**src/rtl/sdram_cmd_pkg.sv**
```systemverilog
package sdram_cmd_pkg;
  typedef enum logic [2:0] {
    OP_NORMAL = 3'd0,
    OP_CLKEN  = 3'd1,
    OP_PALL   = 3'd2,
    OP_AREF   = 3'd3,
    OP_LOAD   = 3'd4,
    OP_SREF   = 3'd5,
    OP_PDOWN  = 3'd6,
    OP_RSVD   = 3'd7
  } op_e;

  typedef enum logic [1:0] {
    ST_IDLE,
    ST_ISSUE,
    ST_WAIT
  } eng_state_e;

  // {ras_n, cas_n, we_n}
  localparam logic [2:0] PIN_NOP  = 3'b111;
  localparam logic [2:0] PIN_PALL = 3'b010;
  localparam logic [2:0] PIN_AREF = 3'b001;
  localparam logic [2:0] PIN_LOAD = 3'b000;
endpackage

```
**src/rtl/sdram_cmd_decode.sv**
```systemverilog
module sdram_cmd_decode
  import sdram_cmd_pkg::*;
#(
  parameter int T_W = 4
) (
  input  op_e            op_i,
  input  logic           xsr_i,
  input  logic [T_W-1:0] t_rc_i,
  input  logic [T_W-1:0] t_rp_i,
  input  logic [T_W-1:0] t_mrd_i,
  input  logic [T_W-1:0] t_xsr_i,
  output logic [2:0]     pins_o,
  output logic [T_W-1:0] wait_o
);
  always_comb begin
    pins_o = PIN_NOP;
    wait_o = '0;
    unique case (op_i)
      OP_PALL: begin pins_o = PIN_PALL; wait_o = t_rp_i;  end
      OP_AREF: begin pins_o = PIN_AREF; wait_o = t_rc_i;  end
      OP_LOAD: begin pins_o = PIN_LOAD; wait_o = t_mrd_i; end
      OP_SREF: pins_o = PIN_AREF; // self-refresh shares strobes, CKE low
      OP_NORMAL: if (xsr_i) wait_o = t_xsr_i;
      default: ;
    endcase
  end
endmodule

```
**src/rtl/sdram_cmd_timer.sv**
```systemverilog
module sdram_cmd_timer #(
  parameter int T_W = 4
) (
  input  logic           clk_i,
  input  logic           rst_ni,
  input  logic           load_i,
  input  logic [T_W-1:0] val_i,
  output logic           last_o
);
  logic [T_W-1:0] cnt_q;

  always_ff @(posedge clk_i or negedge rst_ni) begin
    if (!rst_ni)               cnt_q <= '0;
    else if (load_i)           cnt_q <= val_i;
    else if (cnt_q != '0)      cnt_q <= cnt_q - 1'b1;
  end

  assign last_o = (cnt_q == T_W'(1));

  AST_CNT_STEP: assert property (@(posedge clk_i) disable iff (!rst_ni)
    (!load_i && cnt_q != '0) |=> (cnt_q == $past(cnt_q) - 1'b1));
endmodule

```
**src/rtl/sdram_cmd_engine.sv**
```systemverilog
module sdram_cmd_engine
  import sdram_cmd_pkg::*;
#(
  parameter int DEV_N  = 2,
  parameter int ADDR_W = 13,
  parameter int BA_W   = 2,
  parameter int T_W    = 4,
  parameter int RFS_W  = 4
) (
  input  logic              clk_i,
  input  logic              rst_ni,
  input  logic              cmd_valid_i,
  input  logic [2:0]        cmd_mode_i,
  input  logic [DEV_N-1:0]  cmd_target_i,
  input  logic [RFS_W-1:0]  cmd_rep_i,
  input  logic [ADDR_W-1:0] cmd_mrd_i,
  input  logic [T_W-1:0]    t_rc_i,
  input  logic [T_W-1:0]    t_rp_i,
  input  logic [T_W-1:0]    t_mrd_i,
  input  logic [T_W-1:0]    t_xsr_i,
  output logic              busy_o,
  output logic              err_o,
  output logic [DEV_N-1:0]  cs_n_o,
  output logic              ras_n_o,
  output logic              cas_n_o,
  output logic              we_n_o,
  output logic [DEV_N-1:0]  cke_o,
  output logic [ADDR_W-1:0] addr_o,
  output logic [BA_W-1:0]   ba_o
);
  localparam int AP_BIT = 10;

  eng_state_e        state_q;
  op_e               op_q;
  logic [DEV_N-1:0]  tgt_q;
  logic [ADDR_W-1:0] mrd_q;
  logic [RFS_W-1:0]  rep_q;
  logic              xsr_q;
  logic              err_q;
  logic [DEV_N-1:0]  cke_q;
  logic [DEV_N-1:0]  sref_q;

  logic              accept, reject, issuing;
  logic [2:0]        dec_pins;
  logic [T_W-1:0]    dec_wait;
  logic              tmr_last;
  op_e               op_in;

  assign op_in   = op_e'(cmd_mode_i);
  assign accept  = cmd_valid_i && (state_q == ST_IDLE) && (|cmd_target_i) && (op_in != OP_RSVD);
  assign reject  = cmd_valid_i && (state_q != ST_IDLE);
  assign issuing = (state_q == ST_ISSUE);

  sdram_cmd_decode #(.T_W(T_W)) i_decode (
    .op_i    (op_q),
    .xsr_i   (xsr_q),
    .t_rc_i  (t_rc_i),
    .t_rp_i  (t_rp_i),
    .t_mrd_i (t_mrd_i),
    .t_xsr_i (t_xsr_i),
    .pins_o  (dec_pins),
    .wait_o  (dec_wait)
  );

  sdram_cmd_timer #(.T_W(T_W)) i_timer (
    .clk_i  (clk_i),
    .rst_ni (rst_ni),
    .load_i (issuing),
    .val_i  (dec_wait),
    .last_o (tmr_last)
  );

  // Sequencer
  always_ff @(posedge clk_i or negedge rst_ni) begin
    if (!rst_ni) begin
      state_q <= ST_IDLE;
      op_q    <= OP_NORMAL;
      tgt_q   <= '0;
      mrd_q   <= '0;
      rep_q   <= '0;
      xsr_q   <= 1'b0;
    end else begin
      unique case (state_q)
        ST_IDLE: if (accept) begin
          state_q <= ST_ISSUE;
          op_q    <= op_in;
          tgt_q   <= cmd_target_i;
          mrd_q   <= cmd_mrd_i;
          rep_q   <= (op_in == OP_AREF && cmd_rep_i != '0) ? cmd_rep_i - RFS_W'(1) : '0;
          xsr_q   <= (op_in == OP_NORMAL) && (|(sref_q & cmd_target_i));
        end
        ST_ISSUE: begin
          if (dec_wait != '0) state_q <= ST_WAIT;
          else if (rep_q != '0) rep_q <= rep_q - 1'b1;
          else state_q <= ST_IDLE;
        end
        ST_WAIT: if (tmr_last) begin
          if (rep_q != '0) begin
            state_q <= ST_ISSUE;
            rep_q   <= rep_q - 1'b1;
          end else begin
            state_q <= ST_IDLE;
          end
        end
        default: state_q <= ST_IDLE;
      endcase
    end
  end

  // Per-device clock enable and self-refresh tracking
  for (genvar g = 0; g < DEV_N; g++) begin : g_dev
    always_ff @(posedge clk_i or negedge rst_ni) begin
      if (!rst_ni) begin
        cke_q[g]  <= 1'b0;
        sref_q[g] <= 1'b0;
      end else if (accept && cmd_target_i[g]) begin
        unique case (op_in)
          OP_NORMAL: begin cke_q[g] <= 1'b1; sref_q[g] <= 1'b0; end
          OP_CLKEN:  cke_q[g] <= 1'b1;
          OP_SREF:   begin cke_q[g] <= 1'b0; sref_q[g] <= 1'b1; end
          OP_PDOWN:  cke_q[g] <= 1'b0;
          default: ;
        endcase
      end
    end
  end

  always_ff @(posedge clk_i or negedge rst_ni) begin
    if (!rst_ni)     err_q <= 1'b0;
    else if (reject) err_q <= 1'b1;
  end

  // Pin drive
  always_comb begin
    cs_n_o = '0;
    {ras_n_o, cas_n_o, we_n_o} = PIN_NOP;
    addr_o = '0;
    if (issuing) begin
      cs_n_o = ~tgt_q;
      {ras_n_o, cas_n_o, we_n_o} = dec_pins;
      if (op_q == OP_LOAD) addr_o = mrd_q;
      else if (op_q == OP_PALL) addr_o[AP_BIT] = 1'b1;
    end
  end

  assign ba_o   = '0;
  assign cke_o  = cke_q;
  assign busy_o = (state_q != ST_IDLE);
  assign err_o  = err_q;

  AST_IDLE_NOP: assert property (@(posedge clk_i) disable iff (!rst_ni)
    !busy_o |-> ({ras_n_o, cas_n_o, we_n_o} == PIN_NOP && cs_n_o == '0));
  AST_WAIT_NOP: assert property (@(posedge clk_i) disable iff (!rst_ni)
    (state_q == ST_WAIT) |-> ({ras_n_o, cas_n_o, we_n_o} == PIN_NOP));
  AST_CMD_HAS_CS: assert property (@(posedge clk_i) disable iff (!rst_ni)
    ({ras_n_o, cas_n_o, we_n_o} != PIN_NOP) |-> (cs_n_o != '1));
  AST_PALL_A10: assert property (@(posedge clk_i) disable iff (!rst_ni)
    ({ras_n_o, cas_n_o, we_n_o} == PIN_PALL) |-> addr_o[AP_BIT]);
  AST_SREF_CKE_LOW: assert property (@(posedge clk_i) disable iff (!rst_ni)
    (issuing && op_q == OP_SREF) |-> ((cke_o & tgt_q) == '0));
  AST_REJECT_ERR: assert property (@(posedge clk_i) disable iff (!rst_ni)
    (cmd_valid_i && busy_o) |=> err_o);
  AST_ERR_STICKY: assert property (@(posedge clk_i) disable iff (!rst_ni)
    err_o |=> err_o);
endmodule

```
**config.mk**
```make
export PLATFORM = sky130hd
export DESIGN_NAME = sdram_cmd_engine
export DESIGN_NICKNAME = d
export VERILOG_FILES = /design/src/rtl/sdram_cmd_pkg.sv /design/src/rtl/sdram_cmd_decode.sv /design/src/rtl/sdram_cmd_timer.sv /design/src/rtl/sdram_cmd_engine.sv
export SDC_FILE = /design/constraint.sdc
export NUM_CORES = 1
export LEC_CHECK = 0
export BUFFER_PORTS_ARGS = -buffer_cell sky130_fd_sc_hd__buf_2
export CAP_MARGIN = 10
export CORE_AREA = 2 2 50 86
export CTS_CLUSTER_SIZE = 24
export DETAILED_ROUTE_END_ITERATION = 10
export DIE_AREA = 0 0 52 88
export PLACE_DENSITY_LB_ADDON = 0.05
export SLEW_MARGIN = 0
export SYNTH_ARGS = -nofsm -noshare
export SYNTH_HDL_FRONTEND = slang
export SYNTH_SLANG_ARGS = --single-unit
```
**constraint.sdc**
```tcl
create_clock -name clk_i -period 6.3 [get_ports clk_i]
set_clock_uncertainty 0.2 [all_clocks]
set_input_delay 1.26 -clock clk_i [delete_from_list [all_inputs] [get_ports clk_i]]
set_output_delay 1.26 -clock clk_i [all_outputs]
set_load 0.01 [all_outputs]
```
==> impl_metrics.env, run 1 <==
export IMPL_status="finished clean"
export IMPL_r2r_end="rep_q[3]"
export IMPL_die_h_um=88
export IMPL_cp_start_kind="flip-flop"
export IMPL_grt_pass1_vias=1669
export IMPL_min_period_ps=3530
export IMPL_clk_pin_slew_ps=70
export IMPL_clkLatencyLatePin_ps=290
export IMPL_hold_path_end="err_o"
export IMPL_cts_buffer_depth=2
export IMPL_r2r_start="state_q[0]"
export IMPL_ys_ff_latch=34
export IMPL_p_per_area_mw_per_mm2=443
export IMPL_cts_max_level=2
export IMPL_synth_cell_area_mm2=0.00201
export IMPL_antenna_found_initial=0
export IMPL_min_path_type="reg2reg"
export IMPL_synthArstFlopShare_pct=100
export IMPL_gr_total_overflow=0
export IMPL_critPathCaptureType="output port"
export IMPL_postRouteAntennaNets=0
export IMPL_synth_most_common_cell="dfrtp_1"
export IMPL_yosysTopAreaCell="dfrtp_1"
export IMPL_postCtsSetupBuffers=0
export IMPL_synth_commonest_cells="dfrtp_1 (34), mux2_2 (20), nand2_1 (18)"
export IMPL_worst_hold_path_num_cells=1
export IMPL_cts_buffers=5
export IMPL_synth_main_ff_cell="dfrtp_1"
export IMPL_p_leak_nw=1.19
export IMPL_path_class="reg2out"
export IMPL_core_mm2=0.00387
export IMPL_cp_required_ps=4840
export IMPL_post_cts_resize_count=0
export IMPL_yosysSeqAreaShare_pct=42.3
export IMPL_synth_warning_count=0
export IMPL_rsz0062_at_grt="no"
export IMPL_drv_slew=0
export IMPL_timing_fmax_ghz=0.284
export IMPL_rr_worst_depth=8
export IMPL_path_max_fanout=28
export IMPL_wl_per_cell_um=14.1
export IMPL_drtIter0Drc=32
export IMPL_nFillCells=372
export IMPL_slew_headroom_pct=43.2
export IMPL_ctsRootBufferMaster="clkbuf_8"
export IMPL_finalSetupViolCount=0
export IMPL_nNetsFinal=307
export IMPL_grt_max_degree=35
export IMPL_wl_um=4310
export IMPL_synth_edf_count=0
export IMPL_synth_avg_cell_area_um2=10.2
export IMPL_finalHoldViolCount=0
export IMPL_die_area_mm2=0.00458
export IMPL_grt_pass1_wl_um=7190
export IMPL_io_pins=65
export IMPL_synthCells=197
export IMPL_io_buffers=62
export IMPL_gp_congestion=0.788
export IMPL_tritoncts="yes"
export IMPL_r2r_slack_ps=3370
export IMPL_start_util_pct=52.0
export IMPL_clock_sinks=34
export IMPL_setup_tns_ps=0
export IMPL_drive_gt1_share_pct=37.2
export IMPL_place_area_mm2=0.00233
export IMPL_die_x_um=52
export IMPL_antenna_cells=0
export IMPL_dr_pass1_iters=4
export IMPL_cp_data_arrival_time_ps=2070
export IMPL_synth_area_leaders="dfrtp_1 (42%), mux2_2 (11%), ha_1 (5.6%), and3_1 (4.0%), nand2_1 (3.4%)"
export IMPL_vias=1665
export IMPL_synth_cell_types=42
export IMPL_ir_drop_uv=266
export IMPL_synth_top_area_share_pct=42.3
export IMPL_route_detailed_drc=0
export IMPL_row_count=30
export IMPL_hold_buffers=0
export IMPL_final_cell_area_mm2=0.00242
export IMPL_totalPowerFinal_mw=1.07
export IMPL_worstMarginPinSlew_ps=848
export IMPL_viasPerCell=5.44
export IMPL_finalCritPeriodShare_pct=56.0
export IMPL_hpwl_um=3210
export IMPL_syn_to_final_growth_pct=20.6
export IMPL_track_usage_pct=21.4
export IMPL_cap_violations=0
export IMPL_min_from="err_o"
## how the worst max path moves through the flow
stage / start / endpoint / slack (ps) / cells past startpoint
floorplan: cmd_mode_i[0] / rep_q[0] / 3290 / 6
global placement: cmd_target_i[1] / rep_q[3] / 2730 / 7
detailed placement: cmd_target_i[1] / rep_q[3] / 2700 / 7
CTS: state_q[1] / we_n_o / 2690 / 5
global route: state_q[1] / we_n_o / 2580 / 5
finish: state_q[1] / we_n_o / 2770 / 5
## logic make-up after synthesis
family                   share of synthesized area, %
adder cells (fa/ha/maj)                          5.60
buffers and inverters                            5.17
flip-flops                                       42.3
AO/OA/AOI/OAI                                    13.8
multiplexers                                     14.6
AND/OR/NAND/NOR                                  15.3
XOR/XNOR                                         3.05
other                                           0.187
## area by class of cell
class,instances,area (µm²),area share (%)
Clock inverter,2,12.5,0.516
Clock buffer,6,82.6,3.41
Timing Repair Buffer,62,310,12.8
Tap cell,48,60.1,2.48
Multi-Input combinational cell,141,1060,43.7
Inverter,13,48.8,2.01
Sequential cell,34,851,35.1
## cells in the final DEF, fill, tap and decap left out, types with 3 or more instances in the layout
cell type / netlist / routed
nand2_1: 18 / 18
buf_2: 2 / 62
a31oi_1: 4 / 4
dfrtp_1: 34 / 34
a21oi_1: 5 / 5
mux2_1: 6 / 6
nor2b_1: 3 / 3
o22ai_1: 4 / 4
xnor2_1: 7 / 7
o21ai_0: 7 / 7
mux2_2: 20 / 20
clkbuf_8: 0 / 6
inv_1: 13 / 13
nor2_1: 9 / 9
nor3_1: 4 / 4
and3_1: 13 / 13
ha_1: 9 / 9
nand2b_1: 3 / 3
## flip-flops by register name, indices dropped and copies added (netlist names)
| name | flops |
|---|---|
| op_q | 3 |
| i_timer.cnt_q | 4 |
| state_q | 2 |
| xsr_q | 1 |
| mrd_q | 13 |
| tgt_q | 2 |
| sref_q | 2 |
| rep_q | 4 |
| err_o | 1 |
| cke_o | 2 |
## routing by layer
layer | track usage, % | share of wire [%] | wire (µm) | vias up
met1 | 22.9 | 38 | 1650 | 799
met4 | 8.61 | 1.8 | 78 | 0
met5 | 0 | 0 | 0 | -
met2 | 39.5 | 56 | 2390 | 49
li1 | - | - | - | 811
met3 | 4.44 | 4.2 | 182 | 6
## where the power goes
part | total (mW) | switching (mW) | leakage [nW] | internal (mW)
Sequential | 0.383 | 0.0695 | 0.394 | 0.313
Combinational | 0.520 | 0.262 | 0.750 | 0.258
Clock | 0.172 | 0.0838 | 0.0472 | 0.0878
## worst max-delay path, cell delays in order (launching register included)
cell,delay [ps]
dfrtp_1,400
inv_1,110
ha_1,720
o21ai_0,220
nand2b_1,190
buf_2,130
## stage by stage
| step | util, % | hold WS (ps) | worst slack (ps) | std cells |
|---|---|---|---|---|
| finish | 62.7 | 255 | 2770 | 306 |
| global route | 62.7 | 286 | 2580 | 306 |
| CTS | 62.7 | 261 | 2690 | 306 |
| detailed placement | 60.2 | 242 | 2700 | 298 |
| global placement | 60.2 | 241 | 2730 | 298 |
| floorplan | - | 264 | 3290 | 198 |
No activity file was read; power rests on OpenSTA's default activity.
==> run 2, diff against run 1 <==
- CORE_AREA: 2 2 50 86 -> 2 2 51 89
- DIE_AREA: 0 0 52 88 -> 0 0 53 91
- clock period: 6.3 -> 3.4 ns (I/O delays scaled with it)
==> run 2 against run 1 <==
Net effect: die area rose by 5.4%; count of clock-buffer cells in the layout did not move; highest routed layer unchanged; global-route usage fell by 0.76 points; register-to-register slack got worse by 2500 ps; via count rose by 3.7%; combinational power rose by 91%; largest cell class unchanged.
==> impl_metrics.env, run 2 (same netlist as run 1, synthesis figures left out) <==
export IMPL_r2r_slack_ps=860
export IMPL_postRouteAntennaNets=0
export IMPL_viasPerCell=5.57
export IMPL_row_count=31
export IMPL_ctsRootBufferMaster="clkbuf_8"
export IMPL_io_buffers=62
export IMPL_ir_drop_uv=482
export IMPL_antenna_cells=0
export IMPL_path_max_fanout=18
export IMPL_hpwl_um=3390
export IMPL_cts_buffer_depth=2
export IMPL_die_h_um=91
export IMPL_grt_pass1_wl_um=7420
export IMPL_vias=1727
export IMPL_crit_path_cell_trace="inv_1 -> ha_1 -> o21ai_0 -> nand2b_1 -> buf_2"
export IMPL_grt_pass1_vias=1682
export IMPL_critPathCaptureType="output port"
export IMPL_gr_total_overflow=0
export IMPL_cp_required_ps=2520
export IMPL_path_class="reg2out"
export IMPL_min_period_ps=2690
export IMPL_io_pins=65
export IMPL_worstMarginPinSlew_ps=750
export IMPL_gp_congestion=0.803
export IMPL_core_mm2=0.00407
export IMPL_nFillCells=363
export IMPL_hold_ws_ps=258
export IMPL_r2r_start="state_q[1]"
export IMPL_clock_sinks=34
export IMPL_p_per_area_mw_per_mm2=869
export IMPL_syn_to_final_growth_pct=24.2
export IMPL_slowest_stage="ha_1"
export IMPL_p_leak_nw=1.23
export IMPL_drive_gt1_share_pct=37.9
export IMPL_dr_pass1_iters=5
export IMPL_place_area_mm2=0.00235
export IMPL_wl_met3_um=209
export IMPL_track_usage_pct=20.6
export IMPL_drtIter0Drc=19
export IMPL_wl_per_cell_um=14.2
export IMPL_postCtsSetupBuffers=0
export IMPL_antenna_found_initial=0
export IMPL_rsz0062_at_grt="no"
export IMPL_clkLatencyLatePin_ps=280
export IMPL_rr_worst_depth=8
export IMPL_drv_slew=0
export IMPL_die_area_mm2=0.00482
export IMPL_mostFrequentLayoutCells="buf_2 (62), dfrtp_1 (34), mux2_2 (20), nand2_1 (18)"
export IMPL_slew_headroom_pct=50.0
export IMPL_cp_start_kind="flip-flop"
export IMPL_setup_tns_ps=0
export IMPL_met1_length_um=1700
export IMPL_clk_pin_slew_ps=70
export IMPL_tritoncts="yes"
export IMPL_top_register="mrd_q"
export IMPL_grt_max_degree=35
export IMPL_cap_violations=0
export IMPL_reg_largest_list="mrd_q x13, i_timer.cnt_q x4, rep_q x4"
export IMPL_route_detailed_drc=0
export IMPL_nNetsFinal=310
export IMPL_cts_buffers=5
export IMPL_status="finished clean"
export IMPL_finalSetupViolCount=0
export IMPL_hold_buffers=0
export IMPL_min_path_type="in2async"
export IMPL_finalCritPeriodShare_pct=79.2
export IMPL_final_cell_area_mm2=0.00249
export IMPL_cp_data_arrival_time_ps=1810
export IMPL_largest_register_ffs=13
export IMPL_topRoutingLayerUsed="met4"
export IMPL_wl_met2_um=2410
export IMPL_r2r_end="rep_q[0]"
export IMPL_start_util_pct=49.3
export IMPL_post_cts_resize_count=0
export IMPL_wl_um=4400
export IMPL_slowest_delay_ps=500
export IMPL_finalHoldViolCount=0
export IMPL_timing_fmax_ghz=0.371
export IMPL_final_common_cell="buf_2"
export IMPL_die_x_um=53
export IMPL_cts_max_level=2
[run 2: worst max path at each step]
stage                          startpoint  cells after the start  slack [ps]        to
after global routing           state_q[1]                      5         540    we_n_o
final                          state_q[1]                      5         710    we_n_o
after global placement    cmd_target_i[1]                      7         800  rep_q[3]
after detailed placement  cmd_target_i[1]                      7         760  rep_q[1]
after floorplan             cmd_mode_i[0]                      6         970  rep_q[0]
after CTS                      state_q[1]                      5         660    we_n_o
[run 2: worst max-delay path: cells and delay by family, from the launching register on]
family	cells	cell delay (ps)
fa+ha+maj	1	500
compound gates	1	190
buf+inv	2	240
flops	1	410
simple gates	1	180
[run 2: layout make-up]
| class | count | area (µm²) | area share (%) |
|---|---|---|---|
| timing repair buffer | 65 | 333 | 13.3 |
| clock buffer | 6 | 82.6 | 3.31 |
| tap | 49 | 61.3 | 2.46 |
| multi-input combinational | 141 | 1060 | 42.4 |
| sequential | 34 | 851 | 34.1 |
| clock inverter | 2 | 60.1 | 2.41 |
| inverter | 13 | 48.8 | 1.96 |
[run 2: routing by layer]
| layer | vias to the layer above | global-route usage [%] |
|---|---|---|
| met3 | 10 | 4.28 |
| li1 | 823 | - |
| met2 | 53 | 36.3 |
| met1 | 841 | 23.1 |
| met4 | 0 | 8.33 |
| met5 | - | 0 |
[run 2: power breakdown]
| part | internal, mW | switching [mW] | leakage [nW] |
|---|---|---|---|
| Sequential | 0.580 | 0.135 | 0.394 |
| Clock | 0.313 | 0.148 | 0.0714 |
| Combinational | 0.496 | 0.496 | 0.765 |
[run 2: stage by stage]
stage	worst slack, ps	std cells	utilization (%)	total power, mW
5_1_grt	540	310	61.3	2.34
3_3_place_gp	797	302	57.8	1.71
3_5_place_dp	762	302	57.8	1.72
2_1_floorplan	967	198	-	1.45
6_report	706	310	61.3	2.17
4_1_cts	655	310	61.3	2.20
